$ cat config.mk
export PLATFORM = sky130hd
export DESIGN_NAME = xlat_walker
export DESIGN_NICKNAME = d
export VERILOG_FILES = /design/src/rtl/xw_pkg.sv /design/src/rtl/xw_l1_decode.sv /design/src/rtl/xw_l2_decode.sv /design/src/rtl/xw_perm_check.sv /design/src/rtl/xlat_walker.sv
export SDC_FILE = /design/constraint.sdc
export NUM_CORES = 1
export LEC_CHECK = 0
export ABC_AREA = 1
export BUFFER_PORTS_ARGS = -buffer_cell sky130_fd_sc_hd__buf_2
export CAP_MARGIN = 10
export CORE_ASPECT_RATIO = 0.7
export CORE_MARGIN = 1.5
export CORE_UTILIZATION = 40
export CTS_BUF_LIST = sky130_fd_sc_hd__clkbuf_2
export CTS_CLUSTER_DIAMETER = 200
export CTS_CLUSTER_SIZE = 14
export DETAILED_ROUTE_END_ITERATION = 8
export GPL_ROUTABILITY_DRIVEN = 0
export PLACE_DENSITY = 0.64
export SLEW_MARGIN = 25
export SYNTH_ARGS = -nofsm -noshare
export SYNTH_HDL_FRONTEND = slang
export SYNTH_SLANG_ARGS = --single-unit
$ cat constraint.sdc
create_clock -name clk -period 2.1 [get_ports clk]
set_clock_uncertainty 0.2 [all_clocks]
set_input_delay 0.21 -clock clk [delete_from_list [all_inputs] [get_ports clk]]
set_output_delay 0.21 -clock clk [all_outputs]
set_load 0.05 [all_outputs]
$ cat src/rtl/xw_pkg.sv
`timescale 1ns/1ps
package xw_pkg;

   typedef enum logic [2:0] {
      FLT_NONE      = 3'd0,
      FLT_SEC_XLAT  = 3'd1,
      FLT_PAGE_XLAT = 3'd2,
      FLT_SEC_DOM   = 3'd3,
      FLT_PAGE_DOM  = 3'd4,
      FLT_SEC_PERM  = 3'd5,
      FLT_PAGE_PERM = 3'd6
   } xw_fault_e;

   typedef enum logic [1:0] {
      L1K_FAULT   = 2'b00,
      L1K_COARSE  = 2'b01,
      L1K_SECTION = 2'b10,
      L1K_FINE    = 2'b11
   } xw_l1_kind_e;

   typedef enum logic [1:0] {
      L2K_FAULT = 2'b00,
      L2K_LARGE = 2'b01,
      L2K_SMALL = 2'b10,
      L2K_TINY  = 2'b11
   } xw_l2_kind_e;

   typedef enum logic [2:0] {
      ST_IDLE   = 3'd0,
      ST_L1_REQ = 3'd1,
      ST_L1_RSP = 3'd2,
      ST_L2_REQ = 3'd3,
      ST_L2_RSP = 3'd4,
      ST_DONE   = 3'd5
   } xw_state_e;

endpackage

$ cat src/rtl/xw_l1_decode.sv
`timescale 1ns/1ps
module xw_l1_decode
   import xw_pkg::*;
#(
   parameter int unsigned AW    = 32,
   parameter int unsigned DOM_W = 4,
   parameter int unsigned AP_W  = 2
) (
   input  logic [AW-1:0]    desc,
   input  logic [19:0]      va_lo,
   output xw_l1_kind_e      kind,
   output logic [AW-1:0]    sec_pa,
   output logic [AW-1:0]    l2_addr,
   output logic [DOM_W-1:0] dom,
   output logic [AP_W-1:0]  sec_ap,
   output logic             cbit,
   output logic             bbit
);
   localparam int unsigned SEC_SH  = 20;
   localparam int unsigned CRS_SH  = 10;
   localparam int unsigned FIN_SH  = 12;
   localparam int unsigned DOM_LSB = 5;
   localparam int unsigned AP_LSB  = 10;

   if (AW != 32) begin : g_aw_chk
      $error("xw_l1_decode: AW must be 32");
   end
   if (DOM_LSB + DOM_W > AP_LSB - 1) begin : g_dom_chk
      $error("xw_l1_decode: domain field overlaps");
   end

   logic [AW-1:0] coarse_addr;
   logic [AW-1:0] fine_addr;
   logic          unused_l1;

   assign kind        = xw_l1_kind_e'(desc[1:0]);
   assign sec_pa      = {desc[AW-1:SEC_SH], va_lo[SEC_SH-1:0]};
   assign coarse_addr = {desc[AW-1:CRS_SH], va_lo[SEC_SH-1:FIN_SH], 2'b00};
   assign fine_addr   = {desc[AW-1:FIN_SH], va_lo[SEC_SH-1:CRS_SH], 2'b00};
   assign l2_addr     = desc[1] ? fine_addr : coarse_addr;
   assign dom         = desc[DOM_LSB +: DOM_W];
   assign sec_ap      = desc[AP_LSB +: AP_W];
   assign cbit        = desc[3];
   assign bbit        = desc[2];
   assign unused_l1   = ^{desc[4], desc[9]};

endmodule

$ cat src/rtl/xw_l2_decode.sv
`timescale 1ns/1ps
module xw_l2_decode
   import xw_pkg::*;
#(
   parameter int unsigned AW   = 32,
   parameter int unsigned AP_W = 2,
   parameter int unsigned NSUB = 4
) (
   input  logic [AW-1:0]   desc,
   input  logic [15:0]     va_lo,
   output xw_l2_kind_e     kind,
   output logic [AW-1:0]   pa,
   output logic [AP_W-1:0] ap,
   output logic            cbit,
   output logic            bbit
);
   localparam int unsigned SEL_W  = $clog2(NSUB);
   localparam int unsigned AP_LSB = 4;
   localparam int unsigned LRG_SH = 16;
   localparam int unsigned SML_SH = 12;
   localparam int unsigned TNY_SH = 10;

   if (NSUB != 4 || AP_W != 2) begin : g_sub_chk
      $error("xw_l2_decode: four 2-bit subpage fields required");
   end
   if (AW != 32) begin : g_aw_chk
      $error("xw_l2_decode: AW must be 32");
   end

   logic [AP_W-1:0]  sub_ap [NSUB];
   logic [SEL_W-1:0] sel;

   for (genvar i = 0; i < NSUB; i++) begin : g_sub
      assign sub_ap[i] = desc[AP_LSB + AP_W*i +: AP_W];
   end

   assign kind = xw_l2_kind_e'(desc[1:0]);
   assign cbit = desc[3];
   assign bbit = desc[2];

   always_comb begin
      sel = '0;
      pa  = '0;
      unique case (kind)
         L2K_LARGE: begin
            sel = va_lo[LRG_SH-1 -: SEL_W];
            pa  = {desc[AW-1:LRG_SH], va_lo[LRG_SH-1:0]};
         end
         L2K_SMALL: begin
            sel = va_lo[SML_SH-1 -: SEL_W];
            pa  = {desc[AW-1:SML_SH], va_lo[SML_SH-1:0]};
         end
         L2K_TINY: begin
            sel = '0;
            pa  = {desc[AW-1:TNY_SH], va_lo[TNY_SH-1:0]};
         end
         default: begin
            sel = '0;
            pa  = '0;
         end
      endcase
   end

   assign ap = sub_ap[sel];

endmodule

$ cat src/rtl/xw_perm_check.sv
`timescale 1ns/1ps
module xw_perm_check
   import xw_pkg::*;
#(
   parameter int unsigned DOM_W = 4,
   parameter int unsigned AP_W  = 2,
   localparam int unsigned NDOM   = 1 << DOM_W,
   localparam int unsigned DACR_W = 2 * NDOM
) (
   input  logic [DACR_W-1:0] dacr,
   input  logic [DOM_W-1:0]  dom,
   input  logic [AP_W-1:0]   ap,
   input  logic              wr,
   input  logic              priv,
   input  logic              is_page,
   output xw_fault_e         fault
);
   if (AP_W != 2) begin : g_ap_chk
      $error("xw_perm_check: permission field must be 2 bits");
   end

   logic [1:0] dfield [NDOM];
   logic [1:0] dsel;
   logic       allow;

   for (genvar d = 0; d < NDOM; d++) begin : g_dom
      assign dfield[d] = dacr[2*d +: 2];
   end

   assign dsel = dfield[dom];

   always_comb begin
      unique case (ap)
         2'b00:   allow = priv & ~wr;
         2'b01:   allow = priv;
         2'b10:   allow = priv | ~wr;
         default: allow = 1'b1;
      endcase
   end

   always_comb begin
      fault = FLT_NONE;
      unique case (dsel)
         2'b01: begin
            if (!allow) fault = is_page ? FLT_PAGE_PERM : FLT_SEC_PERM;
         end
         2'b11:   fault = FLT_NONE;
         default: fault = is_page ? FLT_PAGE_DOM : FLT_SEC_DOM;
      endcase
   end

endmodule

$ cat src/rtl/xlat_walker.sv
`timescale 1ns/1ps
module xlat_walker
   import xw_pkg::*;
#(
   parameter int unsigned AW    = 32,
   parameter int unsigned DOM_W = 4,
   parameter int unsigned AP_W  = 2,
   localparam int unsigned DACR_W = 2 * (1 << DOM_W),
   localparam int unsigned TB_SH  = 14,
   localparam int unsigned IDX_SH = 20
) (
   input  logic              clk,
   input  logic              rst_n,
   input  logic              req_valid,
   output logic              req_ready,
   input  logic [AW-1:0]     req_va,
   input  logic              req_write,
   input  logic              req_priv,
   input  logic [AW-1:0]     tbase,
   input  logic [DACR_W-1:0] dacr,
   output logic              mem_req_valid,
   input  logic              mem_req_ready,
   output logic [AW-1:0]     mem_req_addr,
   input  logic              mem_rsp_valid,
   input  logic [AW-1:0]     mem_rsp_data,
   output logic              done,
   output logic [AW-1:0]     pa,
   output logic              cacheable,
   output logic              bufferable,
   output logic [2:0]        fault_code
);
   if (AW != 32) begin : g_aw_chk
      $error("xlat_walker: AW must be 32");
   end
   if (DACR_W != 32) begin : g_dacr_chk
      $error("xlat_walker: domain access word must be 32 bits");
   end

   xw_state_e             st_q, st_d;
   logic [AW-1:0]         va_q;
   logic [AW-TB_SH-1:0]   tb_q;
   logic [DACR_W-1:0]     dacr_q;
   logic [AW-1:0]         l1_q;
   logic                  wr_q, pr_q;
   logic [AW-1:0]         pa_q;
   logic                  c_q, b_q;
   xw_fault_e             flt_q;

   logic                  accept;
   logic [AW-1:0]         l1_src;
   logic [AW-1:0]         l1_fetch_addr;

   xw_l1_kind_e           l1_kind;
   logic [AW-1:0]         l1_sec_pa, l1_l2_addr;
   logic [DOM_W-1:0]      l1_dom;
   logic [AP_W-1:0]       l1_ap;
   logic                  l1_c, l1_b;

   xw_l2_kind_e           l2_kind;
   logic [AW-1:0]         l2_pa;
   logic [AP_W-1:0]       l2_ap;
   logic                  l2_c, l2_b;

   logic                  chk_page;
   logic [AP_W-1:0]       chk_ap;
   xw_fault_e             chk_fault;

   logic                  res_load;
   logic [AW-1:0]         res_pa;
   logic                  res_c, res_b;
   xw_fault_e             res_f;

   assign accept        = req_valid && (st_q == ST_IDLE);
   assign l1_src        = (st_q == ST_L1_RSP) ? mem_rsp_data : l1_q;
   assign l1_fetch_addr = {tb_q, va_q[AW-1:IDX_SH], 2'b00};

   xw_l1_decode #(.AW(AW), .DOM_W(DOM_W), .AP_W(AP_W)) u_l1 (
      .desc    (l1_src),
      .va_lo   (va_q[19:0]),
      .kind    (l1_kind),
      .sec_pa  (l1_sec_pa),
      .l2_addr (l1_l2_addr),
      .dom     (l1_dom),
      .sec_ap  (l1_ap),
      .cbit    (l1_c),
      .bbit    (l1_b)
   );

   xw_l2_decode #(.AW(AW), .AP_W(AP_W), .NSUB(4)) u_l2 (
      .desc  (mem_rsp_data),
      .va_lo (va_q[15:0]),
      .kind  (l2_kind),
      .pa    (l2_pa),
      .ap    (l2_ap),
      .cbit  (l2_c),
      .bbit  (l2_b)
   );

   assign chk_page = (st_q == ST_L2_RSP);
   assign chk_ap   = chk_page ? l2_ap : l1_ap;

   xw_perm_check #(.DOM_W(DOM_W), .AP_W(AP_W)) u_perm (
      .dacr    (dacr_q),
      .dom     (l1_dom),
      .ap      (chk_ap),
      .wr      (wr_q),
      .priv    (pr_q),
      .is_page (chk_page),
      .fault   (chk_fault)
   );

   always_comb begin
      st_d     = st_q;
      res_load = 1'b0;
      res_pa   = '0;
      res_c    = 1'b0;
      res_b    = 1'b0;
      res_f    = FLT_NONE;
      unique case (st_q)
         ST_IDLE: begin
            if (req_valid) st_d = ST_L1_REQ;
         end
         ST_L1_REQ: begin
            if (mem_req_ready) st_d = ST_L1_RSP;
         end
         ST_L1_RSP: begin
            if (mem_rsp_valid) begin
               unique case (l1_kind)
                  L1K_FAULT: begin
                     res_load = 1'b1;
                     res_f    = FLT_SEC_XLAT;
                     st_d     = ST_DONE;
                  end
                  L1K_SECTION: begin
                     res_load = 1'b1;
                     res_f    = chk_fault;
                     if (chk_fault == FLT_NONE) begin
                        res_pa = l1_sec_pa;
                        res_c  = l1_c;
                        res_b  = l1_b;
                     end
                     st_d = ST_DONE;
                  end
                  default: st_d = ST_L2_REQ;
               endcase
            end
         end
         ST_L2_REQ: begin
            if (mem_req_ready) st_d = ST_L2_RSP;
         end
         ST_L2_RSP: begin
            if (mem_rsp_valid) begin
               res_load = 1'b1;
               if (l2_kind == L2K_FAULT) begin
                  res_f = FLT_PAGE_XLAT;
               end else begin
                  res_f = chk_fault;
                  if (chk_fault == FLT_NONE) begin
                     res_pa = l2_pa;
                     res_c  = l2_c;
                     res_b  = l2_b;
                  end
               end
               st_d = ST_DONE;
            end
         end
         ST_DONE: st_d = ST_IDLE;
         default: st_d = ST_IDLE;
      endcase
   end

   always_ff @(posedge clk) begin
      if (!rst_n) begin
         st_q   <= ST_IDLE;
         va_q   <= '0;
         tb_q   <= '0;
         dacr_q <= '0;
         wr_q   <= 1'b0;
         pr_q   <= 1'b0;
         l1_q   <= '0;
         pa_q   <= '0;
         c_q    <= 1'b0;
         b_q    <= 1'b0;
         flt_q  <= FLT_NONE;
      end else begin
         st_q <= st_d;
         if (accept) begin
            va_q   <= req_va;
            tb_q   <= tbase[AW-1:TB_SH];
            dacr_q <= dacr;
            wr_q   <= req_write;
            pr_q   <= req_priv;
         end
         if (st_q == ST_L1_RSP && mem_rsp_valid) l1_q <= mem_rsp_data;
         if (res_load) begin
            pa_q  <= res_pa;
            c_q   <= res_c;
            b_q   <= res_b;
            flt_q <= res_f;
         end
      end
   end

   assign req_ready     = (st_q == ST_IDLE);
   assign mem_req_valid = (st_q == ST_L1_REQ) || (st_q == ST_L2_REQ);
   assign mem_req_addr  = (st_q == ST_L2_REQ) ? l1_l2_addr : l1_fetch_addr;
   assign done          = (st_q == ST_DONE);
   assign pa            = pa_q;
   assign cacheable     = c_q;
   assign bufferable    = b_q;
   assign fault_code    = flt_q;

   // first fetch follows acceptance with the table-entry address
   p_l1_addr_r1: assert property (@(posedge clk) disable iff (!rst_n)
      (req_valid && req_ready) |=> (mem_req_valid &&
         mem_req_addr == {$past(tbase[AW-1:TB_SH]), $past(req_va[AW-1:IDX_SH]), 2'b00}));

   // faults clear the translation outputs
   p_fault_clear_r8: assert property (@(posedge clk) disable iff (!rst_n)
      (done && fault_code != 3'd0) |-> (pa == '0 && !cacheable && !bufferable));

   // an accepted request makes the walker busy
   p_busy_r9: assert property (@(posedge clk) disable iff (!rst_n)
      (req_valid && req_ready) |=> !req_ready);

   // single-cycle result followed by idle
   p_done_pulse_r10: assert property (@(posedge clk) disable iff (!rst_n)
      done |=> (!done && req_ready));

   // a stalled memory request holds
   p_req_hold_r11: assert property (@(posedge clk) disable iff (!rst_n)
      (mem_req_valid && !mem_req_ready) |=> (mem_req_valid && $stable(mem_req_addr)));

endmodule

; ---- Yosys cells after proc, flatten, opt, wreduce, memory -nomap -nowiden
; Cells that the tools add are included.
[word_totals]
reg_bits = 156
in_bits = 135
word_cells = 100
out_inout_bits = 72
[classes]
n_bitwise = 5
reduce_logical = 10
magnitude_cmp = 2
n_eq_ne = 18
n_mux = 54
[op_table]
columns = operator, count
row1 = $mux 32, 8
row2 = $pmux 32 s3, 1
row3 = $pmux 32 s2, 1
row4 = $mux 3, 11
row5 = $pmux 3 s2, 3
row6 = $mux 1, 15
row7 = $pmux 3 s5, 1
row8 = $mux 12, 1
row9 = $mux 2, 6
row10 = $eq 2x2->1 const B, 5
row11 = $ne 2x2->1 const B, 5
row12 = $bmux 2 s4, 1
row13 = $eq 2x1->1 const B, 3
row14 = $eq 3x2->1 const B, 2
row15 = $eq 3x3->1 const B, 2
row16 = $logic_not 2->1, 3
row17 = $logic_not 3->1, 2
row18 = $pmux 1 s2, 3
row19 = $ge 5x5->1 const B, 1
row20 = $not 4->5, 1
row21 = $reduce_and 5->1, 1
row22 = $bmux 2 s2, 1
row23 = $pmux 2 s2, 1
row24 = $eq 3x1->1 const B, 1
row25 = 9 further kinds, 10

; ---- Depth between registers and ports, before layout
; Gate-level depths: netlist (run 1).
[logic_depth]
depth_word = 16
ltp_mapped = 18
mapped_depth_nobuf = 18

; ---- Cells and area by module
; From an unflattened synthesis (run 1), not the netlist that was laid out.
[hier_totals]
cells_unflattened = 1451
area_unflattened_um2 = 9282.7
[modules_own_cells]
columns = module, area_per_inst_um2, seq_area_each_um2, instances, cells_per_inst
row1 = xlat_walker, 7626.1, 3123.0, 1, 1139
row2 = xw_l1_decode, 614.3, 0.0, 1, 97
row3 = xw_l2_decode, 580.6, 0.0, 1, 117
row4 = xw_perm_check, 461.7, 0.0, 1, 98

; ---- Least setup slack after synthesis (run 1)
; No wires, ideal clock.
[synth_timing]
path_kind = reg-to-output
start = reg st_q[1]
end = out mem_req_addr[22]
path_stages_with_launch = 7
arrival_time_ns = 2.358
slack_ns = -0.668
path_cell_list = dfxtp_1 > buf_4 > nand2_1 > nor2_1 > clkinv_1 > clkbuf_1 > o21ai_0
[synth_via]
elab_chain_cells = 3
elab_cells_between_ends = 4
classes_between = eq/ne: 2 / mux: 2
[synth_rtl]
columns = item, line_no
row1 = "start, declared", xlat_walker.sv:39  ; xw_state_e st_q, st_d;
row2 = "start signal, assigned", xlat_walker.sv:186  ; st_q <= st_d;
row3 = $eq 3x2->1, xlat_walker.sv:74  ; assign l1_src = (st_q == ST_L1_RSP) ? mem_rsp_data : l1_q;
row4 = $mux 32, xlat_walker.sv:74
row5 = $mux 32 (*), xlat_walker.sv:206  ; assign mem_req_addr = (st_q == ST_L2_REQ) ? l1_l2_addr : l1_fetch_addr;
row6 = "end, declared", xlat_walker.sv:23  ; output logic [AW-1:0] mem_req_addr,
; Mark *: on every way between the ends. The rest lies on a longest branch, timed or not.

; ---- Worst setup path after layout (run 1)
[layout_timing]
start = reg st_q[2]
end = out mem_req_addr[30]
; The elaborated chain is that of the path after synthesis.

==> results of run 1 <==
[cells in the mapped netlist, types with 4 or more instances]
cell type  number
nor3_1          4
nand3_1        87
inv_1         109
o21ai_0       123
dfxtp_1       154
nand2_1       192
buf_4           7
clkbuf_1       56
ha_1            4
nand3_2         9
a21oi_2        10
a21oi_1       156
nor2_1         33
o21ai_1         4
o22ai_1        15
a211oi_1        9
inv_2           7
[registers in the layout, indices dropped and copies added, names as in the netlist]
register and cells:
va_q 32, fault_code 3, l1_q 30, dacr_q 32, pr_q 1, pa 32, tb_q 18, bufferable 1
wr_q 1, st_q 3, cacheable 1
[metrics by stage]
| step | total power [W] | util | worst slack [ns] | cells |
|---|---|---|---|---|
| after CTS | 0.0115 | 0.650 | -0.592 | 1602 |
| after global routing | 0.0126 | 0.675 | -0.712 | 1614 |
| after floorplan | 0.00689 | - | -0.222 | 1005 |
| after detailed placement | 0.00841 | 0.514 | -0.316 | 1424 |
| final | 0.0120 | 0.675 | -0.550 | 1614 |
| after global placement | 0.00835 | 0.514 | -0.254 | 1424 |
[what timing repair did]
item	in CTS	in global routing
pin swaps	9	14
hold buffers	126	4
gates resized for setup	178	58
endpoints found under the hold margin	143	4
gates cloned	8	4
buffers inserted	15	9
endpoints found under the setup margin	70	76
[routing by layer]
layer,vias up,track usage,wire length (um)
met5,-,0,0
met2,280,0.450,12300
met3,42,0.0692,1560
met1,3816,0.363,11900
li1,4066,-,-
met4,0,0.0826,439
[critical path: cells and delay by family (launching register included)]
| kind | cells | cell delay, ns |
|---|---|---|
| AO/OA/AOI/OAI | 1 | 0.15 |
| AND/OR/NAND/NOR | 2 | 0.11 |
| buffers and inverters | 7 | 0.85 |
| flip-flops | 1 | 0.39 |
[kinds of logic after synthesis]
| group | after synthesis |
|---|---|
| flip-flops | 154 |
| other | 1 |
| buffers and inverters | 186 |
| adder cells (fa/ha/maj) | 4 |
| AND/OR/NAND/NOR | 335 |
| AO/OA/AOI/OAI | 324 |
[how the worst max path moves through the flow]
stage	end	slack (ns)	depth (start not counted)
3_3_place_gp	pa[31]	-0.25	19
3_5_place_dp	pa[12]	-0.32	18
5_1_grt	mem_req_addr[11]	-0.71	10
2_1_floorplan	mem_req_addr[11]	-0.22	5
6_report	mem_req_addr[30]	-0.55	10
4_1_cts	mem_req_addr[30]	-0.59	10
[power breakdown]
group | internal (W) | switching [W] | leakage (nW) | total [W]
clock | 0.000543 | 0.00110 | 0.139 | 0.00164
combinational | 0.00284 | 0.00376 | 3.62 | 0.00660
sequential | 0.00344 | 0.000272 | 1.26 | 0.00372
[layout make-up]
type                       instances  area share
timing repair buffer             415       0.313
clock buffer                      19     0.00816
clock inverter                    13      0.0111
tap                              231      0.0248
multi-input combinational        665       0.338
sequential                       154       0.265
inverter                         117      0.0392
==> run summary, run 1 <==
Synth area leader: dfxtp_1
Final WS setup: -0.550 ns
# DRC: 0
area share of and/or/nand/nor cells after synthesis: 0.210
clock net sink count: 154
largest net degree at the start of global routing: 79
crit start category: flip-flop
Antenna Cells: 0
R2R setup slack: -0.46 ns
HP Class: in2reg
Post-Syn Area: 0.00710 mm2
IO Pins: 207
sequential-to-total area share from yosys stat: 0.434
Clock Pin Slew Worst Setup and Hold Paths: 0.24 ns
Overflow after GRT: 0
Worst Path Max Fanout: 5
commonest non-fill, non-tap cells in the layout: nand2_1 (174), buf_2 (158), dfxtp_1 (151), dlygate4sd3_1 (126), a21oi_1 (124)
syn_area_per_cell: 7.07 um2
Yosys top cell area share: 0.434
Synth Warn #: 0
Worst Hold End: dacr_q[11]
Die ar.: 0.0186 mm2
drt total wl: 26200 um
Core Footprint: 0.0173 mm2
maximum clock frequency: 0.377 GHz
Pwr per Cell Area: 1030 mW/mm2
Min-Delay Path Depth: 4
area of the multi-input gates: 0.00394 mm2
multiplexer share of the synthesized area: 0
H-tree levels: 4
Data required, critical path: 1.69 ns
largest family of logic cells by synthesized area: compound AO/OA/AOI/OAI gates
CP cell instances: inv_4, buf_6, nand2_4, nor2_4, buf_12, buf_12, buf_12, buf_6, o21ai_4, buf_6
Inserted Clock Buffers: 17
Clock Path Buffers: 2
nets@finish: 1509
Fin. Hold Viols: 0
share of cells above drive strength 1: 0.325
Reg2Reg Capture Point: pa[2]
post-detail-place hpwl: 15400 um
Max stage delay cell, worst path: dfxtp_2
failing checks: setup timing
vias per inst: 5.08
crit end category: output pin
GRT Overall Usage: 0.277
final period utilization: 1.26
Die Span X: 162 um
adder-cell share of the synthesized area: 0.00705
port bufs: 190
Distinct cells, synth: 30
Root Driver: clkbuf_2
initial drt markers: 671
Area contributors post-synth: dfxtp_1 (43%), a21oi_1 (11%), nand2_1 (10%)
Synth Area in Compound Gates: 0.243
leading cell type in the layout, fill and taps excluded: nand2_1
dpl cell area: 0.00888 mm2
Leakage Power: 5.02 nW
Initial Util: 0.411
R2R depth: 18
CTS tree: built
antenna violations before repair: 0
Worst Tran Pin Value: 0.653 ns
num rows: 40
DIE HEIGHT: 114 um
Fin Setup TNS: -28.88 ns
FF/Latch Area: 0.00309 mm2
wire per inst: 16.2 um
Async SR Flop Fraction: 0
Worst Hold Launch: dacr[11]
maximum vdd drop: 0.837 mV
pins over their slew limit: 0
area delta synth->final: 64.1%
worst reg2reg path startpoint: st_q[0]
Clock Latency Late Sink: 0.75 ns
vias in the first global route: 8065
Synth Flop Type: dfxtp_1
crit-path max cell delay: 0.39 ns
Post-synth EDFFs: 0
Final Instance Area: 0.0117 mm2
Max Cap Viol: 0
Worst Path Class, Setup: reg2out
post-synthesis cell count: 1004
router iterations before antenna repair: 7
Worst Setup SP: st_q[2]
Critical Path AT: 2.24 ns
first-pass GRT wire length: 40400 um
status: finished with violations
RSZ-0062 raised after global routing: true
via count: 8204
Yosys reg bits: 154
Post-Synth XOR/XNOR Area: 0
worst rel slew slack: 0.562
filler cell count in the final layout: 1445
Detail Route Antenna Nets: 0
post-layout min period: 2.65 ns
Fin Hold WS: 0.0403 ns
Finish-stage setup viols: 70
Note: power is estimated with default switching activity, not from simulation.
==> run 2: changes to the inputs <==
Settings changed: ABC_AREA 1 to unset.
==> run summary, run 2 <==
CP cell instances: buf_2, dlygate4sd3_1, buf_4, dlygate4sd3_1, mux2i_4, buf_6, mux2i_4, o21ai_2, buf_6 (was inv_4, buf_6, nand2_4, nor2_4, buf_12, buf_12, buf_12, buf_6, o21ai_4, buf_6)
grt peak-use layer: met2 (unchanged)
filler cell count in the final layout: 1213 (was 1445)
Synth Area in Compound Gates: 0.214 (was 0.243)
met1 usage in global routing: 0.374 (was 0.363)
Clock Latency Late Sink: 0.74 ns (was 0.75 ns)
Leakage Power: 4.99 nW (was 5.02 nW)
Detail Route Antenna Nets: 0 (unchanged)
antenna violations before repair: 1 (was 0)
dpl cell area: 0.00851 mm2 (was 0.00888 mm2)
wire per inst: 18.1 um (was 16.2 um)
GRT met3 Usage: 0.0632 (was 0.0692)
multiplexer share of the synthesized area: 0.102 (was 0)
Clock Path Buffers: 2 (unchanged)
pins over their slew limit: 0 (unchanged)
vias in the first global route: 7667 (was 8065)
dpl ws: -0.722 ns (was -0.316 ns)
Distinct cells, synth: 56 (was 30)
Post-Synth XOR/XNOR Area: 0 (unchanged)
kind of cell adding the most delay to the critical path: buffers and inverters (unchanged)
drt total wl: 27400 um (was 26200 um)
via count: 8057 (was 8204)
maximum vdd drop: 0.613 mV (was 0.837 mV)
RSZ-0062 raised after global routing: true (unchanged)
largest family of logic cells by synthesized area: compound AO/OA/AOI/OAI gates (unchanged)
maximum clock frequency: 0.333 GHz (was 0.377 GHz)
leading cell type in the layout, fill and taps excluded: nand2_1 (unchanged)
router iterations before antenna repair: 5 (was 7)
Fin. Hold Viols: 0 (unchanged)
most frequent cell after synthesis: nand2_1 (unchanged)
nets@finish: 1419 (was 1509)
failing checks: setup timing (unchanged)
CTS tree: built (unchanged)
Worst Path Max Fanout: 6 (was 5)
Root Driver: clkbuf_2 (unchanged)
Async SR Flop Fraction: 0 (unchanged)
DIE HEIGHT: 112 um (was 114 um)
Synth area leader: dfxtp_1 (unchanged)
syn_area_per_cell: 8.39 um2 (was 7.07 um2)
sequential-to-total area share from yosys stat: 0.452 (was 0.434)
initial drt markers: 780 (was 671)
final period utilization: 1.43 (was 1.26)
Initial Util: 0.413 (was 0.411)
crit-path max cell delay: 0.62 ns (was 0.39 ns)
post-detail-place hpwl: 14700 um (was 15400 um)
Yosys top cell area share: 0.452 (was 0.434)
WP buf/inv: 6 (was 7)
port bufs: 190 (unchanged)
Synth Warn #: 0 (unchanged)
adder-cell share of the synthesized area: 0.00734 (was 0.00705)
H-tree levels: 4 (unchanged)
Worst Path Class, Setup: in2out (was reg2out)
Overflow after GRT: 0 (unchanged)
Final WS setup: -0.905 ns (was -0.550 ns)
GRT met2 Usage: 0.456 (was 0.450)
status: finished with violations (unchanged)
Finish-stage setup viols: 70 (unchanged)
IO Pins: 207 (unchanged)
area share of and/or/nand/nor cells after synthesis: 0.179 (was 0.210)
# DRC: 0 (unchanged)
Post-Syn Area: 0.00682 mm2 (was 0.00710 mm2)
post-synthesis cell count: 813 (was 1004)
Synth Flop Type: dfxtp_1 (unchanged)
Synth top cells by count: nand2_1 (261), dfxtp_1 (154), a21oi_1 (122) (was nand2_1 (192), a21oi_1 (156), dfxtp_1 (154))
Final Instance Area: 0.0118 mm2 (was 0.0117 mm2)
Area contributors post-synth: dfxtp_1 (45%), nand2_1 (14%), a21oi_1 (9.0%) (was dfxtp_1 (43%), a21oi_1 (11%), nand2_1 (10%))
Inserted Clock Buffers: 17 (unchanged)
Post-synth EDFFs: 0 (unchanged)
area of the multi-input gates: 0.00365 mm2 (was 0.00394 mm2)
Util after Layout: 0.717 (was 0.675)
Yosys reg bits: 154 (unchanged)
clock net sink count: 154 (unchanged)
post-layout min period: 3.00 ns (was 2.65 ns)
Critical Path AT: 2.59 ns (was 2.24 ns)
Max stage delay cell, worst path: dlygate4sd3_1 (was dfxtp_2)
largest net degree at the start of global routing: 85 (was 79)
area delta synth->final: 73.6% (was 64.1%)
commonest non-fill, non-tap cells in the layout: nand2_1 (256), dlygate4sd3_1 (222), buf_2 (157), dfxtp_1 (150), a21oi_1 (122) (was nand2_1 (174), buf_2 (158), dfxtp_1 (151), dlygate4sd3_1 (126), a21oi_1 (124))
Clock Pin Slew Worst Setup and Hold Paths: 0.21 ns (was 0.24 ns)
Die ar.: 0.0178 mm2 (was 0.0186 mm2)
HP Class: in2reg (unchanged)
GRT Overall Usage: 0.284 (was 0.277)
crit end category: output pin (unchanged)
Die Span X: 159 um (was 162 um)
Core Footprint: 0.0165 mm2 (was 0.0173 mm2)
share of cells above drive strength 1: 0.312 (was 0.325)
Max Cap Viol: 0 (unchanged)
first-pass GRT wire length: 40200 um (was 40400 um)
num rows: 39 (was 40)
FF/Latch Area: 0.00309 mm2 (about the same)
R2R setup slack: -0.82 ns (was -0.46 ns)
Data required, critical path: 1.69 ns (about the same)
vias per inst: 5.30 (was 5.08)
Pwr per Cell Area: 756 mW/mm2 (was 1030 mW/mm2)
crit start category: input port (was flip-flop)
==> run 2: changes by cell type after synthesis, sizes merged, moves of 27 or more <==
cell,change
inv,-110
nand3,-96
nand2,+63
o21ai,-107
a21oi,-44
mux2,+27
==> run 2: logic make-up (layout without fill, tap and decap cells) <==
logic type      count (synthesis)  count (layout)
simple gates                  303             303
compound gates                227             227
flops                         154             154
buf+inv                        72             551
mux                            52              52
fa+ha+maj                       4               4
other cells                     1               3
==> run 2: per-layer routing <==
layer	wire length [um]	up-vias
li1	-	3775
met1	11800	3789
met2	12600	426
met3	2280	67
met4	808	0
met5	0	-
==> run 2: tightest hold or removal path: cells and delay by family <==
kind | cells | cell delay [ns]
buffers and inverters | 2 | 0.64
and+or+nand+nor | 1 | 0.05
AOI/OAI and AO/OA | 1 | 0.05
==> run 2: timing repair <==
item | in CTS | in global routing
pin swaps | 5 | 23
setup buffers | 8 | 13
gates resized for setup | 99 | 29
hold endpoints to repair | 154 | 13
setup endpoints to repair | 70 | 94
hold buffers | 211 | 11
cloned | 1 | 9
==> run 2: metrics by stage <==
stage                     std cells  setup TNS [ns]  hold WS, ns  power [W]
after floorplan                 814          -32.94        0.146    0.00507
after global placement         1237          -25.13        0.238    0.00586
after detailed placement       1237          -27.27        0.246    0.00589
after CTS                      1488          -46.89     0.000737    0.00854
after global routing           1519          -59.09      -0.0123    0.00937
final                          1519          -50.54       0.0502    0.00894
==> run 2: layout make-up <==
type / instances / area share
Clock buffer: 17 / 0.00719
Antenna cell: 1 / 0.000211
Clock inverter: 15 / 0.0189
Timing Repair Buffer: 513 / 0.378
Tap cell: 225 / 0.0238
Sequential cell: 154 / 0.261
Inverter: 6 / 0.00211
Multi-Input combinational cell: 588 / 0.309
==> run 2: path summary, 6_finish.rpt <==
check	start	end	depth (start not counted)
max	mem_rsp_data[1]	mem_req_addr[2]	9
min	dacr[6]	dacr_q[6]	4
max reg2reg	st_q[0]	pa[24]	10
min reg2reg	tb_q[3]	tb_q[3]	2
==> run 2: power by group <==
part,internal (W),leakage [nW],switching (W)
Combinational,0.00159,3.55,0.00187
Sequential,0.00321,1.25,0.000196
Clock,0.000839,0.181,0.00124
